`config.mk`:
```
export PLATFORM = sky130hd
export DESIGN_NAME = link_rx_responder
export DESIGN_NICKNAME = d
export VERILOG_FILES = /design/src/rtl/lrx_pkg.sv /design/src/rtl/lrx_scrambler.sv /design/src/rtl/lrx_crc.sv /design/src/rtl/link_rx_responder.sv
export SDC_FILE = /design/constraint.sdc
export NUM_CORES = 1
export LEC_CHECK = 0
export BUFFER_PORTS_ARGS = -buffer_cell sky130_fd_sc_hd__buf_2
export CAP_MARGIN = 15
export CORE_MARGIN = 2
export CORE_UTILIZATION = 45
export CTS_CLUSTER_DIAMETER = 150
export DETAILED_ROUTE_END_ITERATION = 8
export PLACE_DENSITY = 0.74
export SYNTH_ARGS = -nofsm -noshare
export SYNTH_HDL_FRONTEND = slang
export SYNTH_SLANG_ARGS = --single-unit
```
`constraint.sdc`:
```
create_clock -name clk -period 7.6 [get_ports clk]
set_clock_uncertainty 0.1 [all_clocks]
set_input_delay 0.38 -clock clk [delete_from_list [all_inputs] [get_ports clk]]
set_output_delay 0.38 -clock clk [all_outputs]
set_load 0.02 [all_outputs]
```
`src/rtl/lrx_pkg.sv`:
```
package lrx_pkg;

  localparam int DW = 32;
  localparam int SW = 16;

  localparam logic [3:0] K_XRDY = 4'd1;
  localparam logic [3:0] K_SOF  = 4'd2;
  localparam logic [3:0] K_HOLD = 4'd3;
  localparam logic [3:0] K_EOF  = 4'd4;
  localparam logic [3:0] K_WTRM = 4'd5;

  typedef enum logic [2:0] {
    RP_SYNC  = 3'd0,
    RP_RRDY  = 3'd1,
    RP_RIP   = 3'd2,
    RP_HOLDA = 3'd3,
    RP_ROK   = 3'd4,
    RP_RERR  = 3'd5
  } reply_e;

  typedef struct packed {
    logic [SW-1:0] st;
    logic [DW-1:0] word;
  } scr_t;

  // One scrambler word: 32 serial bits, earliest bit lands in the MSB.
  function automatic scr_t scr_step(input logic [SW-1:0] s_in);
    scr_t r;
    logic [SW-1:0] s;
    logic fb;
    s = s_in;
    r.word = '0;
    for (int i = 0; i < DW; i++) begin
      r.word = {r.word[DW-2:0], s[15]};
      fb = s[15] ^ s[14] ^ s[12] ^ s[3];
      s = {s[SW-2:0], fb};
    end
    r.st = s;
    return r;
  endfunction

  // CRC-32, MSB first, one dword.
  function automatic logic [DW-1:0] crc_step(input logic [DW-1:0] c_in,
                                             input logic [DW-1:0] d,
                                             input logic [DW-1:0] poly);
    logic [DW-1:0] c;
    logic fb;
    c = c_in;
    for (int i = DW - 1; i >= 0; i--) begin
      fb = c[DW-1] ^ d[i];
      c = {c[DW-2:0], 1'b0};
      if (fb) c = c ^ poly;
    end
    return c;
  endfunction

  // Reply selection from the received dword and frame state.
  function automatic reply_e next_reply(input logic vld, input logic prim,
                                        input logic [3:0] kind,
                                        input logic in_frame,
                                        input logic crc_ok,
                                        input reply_e cur);
    reply_e r;
    if (!vld)                        r = cur;
    else if (prim && kind == K_HOLD) r = RP_HOLDA;
    else if (prim && kind == K_WTRM) r = (in_frame && !crc_ok) ? RP_RERR : RP_ROK;
    else if (prim && kind == K_EOF)  r = cur;
    else if (prim && kind == K_SOF)  r = RP_RIP;
    else if (in_frame)               r = RP_RIP;
    else if (prim && kind == K_XRDY) r = RP_RRDY;
    else                             r = RP_SYNC;
    return r;
  endfunction

endpackage

```
`src/rtl/lrx_scrambler.sv`:
```
module lrx_scrambler
  import lrx_pkg::*;
#(
  parameter logic [SW-1:0] SEED = 16'hF0F6
) (
  input  logic          clk,
  input  logic          rst_n,
  input  logic          restart,
  input  logic          advance,
  output logic [DW-1:0] mask
);
  logic [SW-1:0] state_q;
  scr_t          nxt;

  always_comb nxt = scr_step(state_q);
  assign mask = nxt.word;

  always_ff @(posedge clk) begin
    if (!rst_n || restart) state_q <= SEED;
    else if (advance)      state_q <= nxt.st;
  end
endmodule

```
`src/rtl/lrx_crc.sv`:
```
module lrx_crc
  import lrx_pkg::*;
#(
  parameter logic [DW-1:0] POLY = 32'h04C11DB7,
  parameter logic [DW-1:0] SEED = 32'h52325032
) (
  input  logic          clk,
  input  logic          rst_n,
  input  logic          init,
  input  logic          update,
  input  logic [DW-1:0] din,
  output logic [DW-1:0] crc_q
);
  always_ff @(posedge clk) begin
    if (!rst_n || init) crc_q <= SEED;
    else if (update)    crc_q <= crc_step(crc_q, din, POLY);
  end
endmodule

```
`src/rtl/link_rx_responder.sv`:
```
module link_rx_responder
  import lrx_pkg::*;
#(
  parameter logic [DW-1:0] CRC_POLY = 32'h04C11DB7,
  parameter logic [DW-1:0] CRC_SEED = 32'h52325032,
  parameter logic [SW-1:0] SCR_SEED = 16'hF0F6
) (
  input  logic          clk,
  input  logic          rst_n,
  input  logic          in_valid,
  input  logic          in_prim,
  input  logic [31:0]   in_data,
  output logic [2:0]    reply_code,
  output logic          pay_valid,
  output logic [31:0]   pay_data,
  output logic          frame_end,
  output logic          crc_good
);
  logic          in_frame_q;
  logic          have_pend_q;
  logic [DW-1:0] pend_q;
  reply_e        reply_q;

  logic [DW-1:0] scr_mask;
  logic [DW-1:0] crc_q;
  logic [DW-1:0] desc;

  // Named events for the checker.
  logic ev_prim, ev_sof, ev_wtrm, ev_data, ev_close, ev_deliver, crc_match;

  assign ev_prim    = in_valid && in_prim;
  assign ev_sof     = ev_prim && in_data[3:0] == K_SOF;
  assign ev_wtrm    = ev_prim && in_data[3:0] == K_WTRM;
  assign ev_data    = in_valid && !in_prim && in_frame_q;
  assign ev_close   = ev_wtrm && in_frame_q;
  assign ev_deliver = ev_data && have_pend_q;
  assign crc_match  = have_pend_q && (pend_q == crc_q);
  assign desc       = in_data ^ scr_mask;

  lrx_scrambler #(.SEED(SCR_SEED)) u_scr (
    .clk     (clk),
    .rst_n   (rst_n),
    .restart (ev_sof),
    .advance (ev_data),
    .mask    (scr_mask)
  );

  lrx_crc #(.POLY(CRC_POLY), .SEED(CRC_SEED)) u_crc (
    .clk    (clk),
    .rst_n  (rst_n),
    .init   (ev_sof),
    .update (ev_deliver),
    .din    (pend_q),
    .crc_q  (crc_q)
  );

  always_ff @(posedge clk) begin
    if (!rst_n) begin
      in_frame_q  <= 1'b0;
      have_pend_q <= 1'b0;
      pend_q      <= '0;
      reply_q     <= RP_SYNC;
      pay_valid   <= 1'b0;
      pay_data    <= '0;
      frame_end   <= 1'b0;
      crc_good    <= 1'b0;
    end else begin
      reply_q   <= next_reply(in_valid, in_prim, in_data[3:0], in_frame_q,
                              crc_match, reply_q);
      pay_valid <= ev_deliver;
      frame_end <= ev_close;
      if (ev_deliver) pay_data <= pend_q;
      if (ev_close)   crc_good <= crc_match;
      if (ev_sof) begin
        in_frame_q  <= 1'b1;
        have_pend_q <= 1'b0;
      end else if (ev_close) begin
        in_frame_q  <= 1'b0;
        have_pend_q <= 1'b0;
      end else if (ev_data) begin
        pend_q      <= desc;
        have_pend_q <= 1'b1;
      end
    end
  end

  assign reply_code = reply_q;
endmodule

```
==> out/results.env <==
CP-START-KIND='flip-flop'
SETUP.WORST_PATH.CLASS='flip-flop to flip-flop'
DP_HPWL_UM=18000
WL_UM=23500
CTS.REPAIR.RESIZED=0
BUFFER_PORTS.INSERTED=73
CRIT-REG2REG-LAUNCH='pend_q[27]$_SDFFE_PN0P_'
NETS_IN_THE_SYNTHESIZED_NETLIST=945
CP.REQUIRED_NS=7.79
GRT_PASS1_WL_UM=36600
VDD_IR_DROP_MAX_uV=168
CLOCK_NET_SINK_COUNT=120
CTS_INSERTED_BUFFERS=17
YOSYS_MOST_USED_DFF='sky130_fd_sc_hd__dfxtp_1'
MOSTFREQUENTLAYOUTCELL='sky130_fd_sc_hd__xnor2_1'
OVERFLOW=0
SETUP-TNS-FINAL_NS=0
DETAIL_ROUTE.WL_PER_CELL_UM=19.2
BOUNDARYPINS=74
TIMING.HOLD.WORST.CLASS='primary input to flip-flop'
GRTUSAGETOTAL=0.238
SEQ_AREA_FRAC_SYNTH=0.270
REPORT.FINAL.HOLD_VIOL_COUNT=0
CRIT_PATH_MAX_FANOUT=9
NETLIST.TOP_CELL.BY_AREA='sky130_fd_sc_hd__dfxtp_1'
MAX_FREQ_MHz=225
ANTENNA_LEFT=0
POST_CTS_HOLD_BUFFER_COUNT=0
WORST_SETUP_PATH_END_KIND='flip-flop'
SYNTHARSTFLOPSHARE=0
DRV.MAX_CAP_VIOLATION_COUNT=0
GRT_MAX_DEGREE=73
DIE-HEIGHT_UM=145
REMAINING_DRC_ERRORS=0
SYNTH_TOP_CELLS_BY_AREA='sky130_fd_sc_hd__dfxtp_1 27%, sky130_fd_sc_hd__xnor2_1 25%, sky130_fd_sc_hd__xnor3_1 9.9%'
R2R_CELLS=10
CTS_SETUP_BUFFERS=0
YOSYSUNIQUECELLTYPES=38
COREAREA_MM2=0.0195
SYNTH.FF_LATCH_COUNT=120
VIAS_PER_CELL=5.18
TIMING.FINAL.WS_SETUP_NS=3.16
POST_SYNTH.CELL_AREA_AVG_UM2=9.83
TIMING.FINAL.CRIT_SHARE=0.585
MAX-CLOCK-PATH-BUFFERS=2
LAYOUT_MIN_CYCLE_TIME_NS=4.44
ANTENNA_CELLS_INSERTED=0
PIN_SLEW_WITH_THE_LEAST_HEADROOM_TO_ITS_LIMIT_NS=1.14
CTS_ROOT_BUF='sky130_fd_sc_hd__clkbuf_16'
NUMBER_OF_FLOPS_MAPPED_TO_ENABLE_CELLS_BY_YOSYS=0
DETAILEDROUTE.FIRSTPASSITERATIONCOUNT=5
MOST-COMMON-LAYOUT-CELLS='251 x sky130_fd_sc_hd__xnor2_1, 134 x sky130_fd_sc_hd__nand2_1, 120 x sky130_fd_sc_hd__dfxtp_1'
CLKLATENCYLATEPIN_NS=0.43
TIMING.MAX_SLEW.REL_SLACK=0.240
PLACEMENTROWS=51
WORST-ENDPOINT-ARRIVAL_NS=4.64
VIA_COUNT_OF_THE_FIRST_GLOBAL_ROUTING_PASS=6335
DESIGN.FINAL.NETS=987
DIE_AREA_MM2=0.0209
SETUP_VIOL=0
FINAL_SLEW_VIOL_COUNT=0
FP.DIEW_UM=145
POWER_LEAKAGE_nW=4.28
RUN_STATUS='finished, final reports clean'
SYNTHDOMINANTCELLAREASHARE=0.270
VIAS_AFTER_DETAILED_ROUTING=6340
ENDPOINT='u_crc.crc_q[11]$_SDFFE_PP0P_'
YOSYSWARNINGCOUNT=0
GRT_SETUP_UNREPAIRED='false'
ANTENNA_FOUND_INITIAL=0
TOTAL_POWER_PER_UNIT_CELL_AREA_mW_PER_MM2=186
CELL_AREA_SYNTH_MM2=0.00890
AREA.GROWTH.SYNTH_TO_FINAL_PCT=12.4
WORSTSETUPSTARTPOINT='pend_q[27]$_SDFFE_PN0P_'
HTREE_LEVELS=4
CLOCK_TRANSITION_AT_THE_REGISTER_CLOCK_PINS_ON_THE_WORST_SETUP_AND_HOLD_PATHS_AFTER_CTS_NS=0.06
FINAL_LAYOUT_SIZE_SUFFIX_GT1_FRAC=0.149
POSTSYNTHCELLCOUNT=906
R2R_SLACK_NS=3.16
PRE_CTS_WS_NS=3.19
HOLD_SLACK_NS=0.132
ROUTABILITY_CONGESTION_ESTIMATE=1.01
CLOCK_TREE_FROM_TRITONCTS='done'
TIMING.RR.END='u_crc.crc_q[11]$_SDFFE_PP0P_'
FLOORPLAN.INITIALDENSITY=0.457
INITIALDRTVIOLATIONCOUNT=511
[metal layers]
layer / up-vias / GRT usage / part of all wire
met2: 206 / 0.368 / 0.45
met4: 0 / 0.105 / 0.039
met1: 3030 / 0.320 / 0.46
met5: - / 0 / 0
li1: 3051 / - / -
met3: 53 / 0.0536 / 0.055
[worst min path at each step]
| stage | depth (start not counted) | from | to | slack (ns) |
|---|---|---|---|---|
| 2_1_floorplan | 2 | u_crc.crc_q[27]$_SDFFE_PP0P_ | u_crc.crc_q[27]$_SDFFE_PP0P_ | 0.34 |
| 3_3_place_gp | 2 | pay_data[16]$_SDFFE_PN0P_ | pay_data[16]$_SDFFE_PN0P_ | 0.35 |
| 3_5_place_dp | 2 | pay_data[14]$_SDFFE_PN0P_ | pay_data[14]$_SDFFE_PN0P_ | 0.36 |
| 4_1_cts | 2 | in_valid | reply_code[1]$_SDFFE_PN0P_ | 0.11 |
| 5_1_grt | 2 | in_valid | reply_code[2]$_SDFFE_PN0P_ | 0.15 |
| 6_report | 2 | in_valid | reply_code[1]$_SDFFE_PN0P_ | 0.13 |
[synth_stat cells (13+ instances only)]
master,count
sky130_fd_sc_hd__dfxtp_1,120
sky130_fd_sc_hd__xor2_1,66
sky130_fd_sc_hd__nor2_1,31
sky130_fd_sc_hd__o21ai_0,21
sky130_fd_sc_hd__clkbuf_1,51
sky130_fd_sc_hd__a21oi_1,14
sky130_fd_sc_hd__xnor2_2,13
sky130_fd_sc_hd__a211oi_1,13
sky130_fd_sc_hd__xnor2_1,251
sky130_fd_sc_hd__o211ai_1,17
sky130_fd_sc_hd__a21boi_0,37
sky130_fd_sc_hd__o211a_1,22
sky130_fd_sc_hd__nand2_1,135
sky130_fd_sc_hd__xnor3_1,39
[sequential cells by signal, indices dropped and copies added (netlist names)]
register / flops
pay_data: 32
pend_q: 32
u_crc.crc_q: 32
u_scr.state_q: 16
reply_code: 3
crc_good: 1
frame_end: 1
have_pend_q: 1
in_frame_q: 1
pay_valid: 1
[cells by family after synthesis]
family / count (synthesis) / synth area share
buffers and inverters: 59 / 0.0260
adders and majority gates: 3 / 0.00422
and+or+nand+nor: 202 / 0.0947
xor gates and xnor gates: 394 / 0.501
AOI/OAI and AO/OA: 128 / 0.104
DFF: 120 / 0.270
[worst max-delay path, stage by stage (launching register included)]
cell and delay, ns:
sky130_fd_sc_hd__dfxtp_1 0.43, sky130_fd_sc_hd__xor2_1 0.32, sky130_fd_sc_hd__inv_2 0.20, sky130_fd_sc_hd__xnor2_1 0.61
sky130_fd_sc_hd__xor3_2 0.59, sky130_fd_sc_hd__xor2_4 0.31, sky130_fd_sc_hd__xnor3_1 0.52, sky130_fd_sc_hd__xnor3_1 0.61
sky130_fd_sc_hd__xnor3_1 0.34, sky130_fd_sc_hd__xnor2_1 0.18, sky130_fd_sc_hd__a21oi_1 0.09
[final cells by class]
class,count,area (µm²)
clock inverters,14,151
inverters,5,18.8
flip-flops and latches,120,2400
repair buffers,77,395
fillers,1783,9460
multi-input cells,727,6280
well taps,265,332
clock buffers,17,425
[where the power goes]
| group | leakage (nW) | internal, mW | switching [mW] |
|---|---|---|---|
| Sequential | 0.968 | 0.631 | 0.00240 |
| Combinational | 3.04 | 0.209 | 0.223 |
| Clock | 0.268 | 0.481 | 0.313 |
[through the flow]
stage | utilization | instances | power, mW | cell area (µm²)
4_1_cts | 0.514 | 1225 | 1.87 | 10000
6_report | 0.514 | 1225 | 1.86 | 10000
2_1_floorplan | - | 906 | 0.987 | 8900
3_3_place_gp | 0.484 | 1194 | 1.07 | 9430
5_1_grt | 0.514 | 1225 | 1.92 | 10000
3_5_place_dp | 0.484 | 1194 | 1.07 | 9430
No activity file was read; power rests on OpenSTA's default activity.
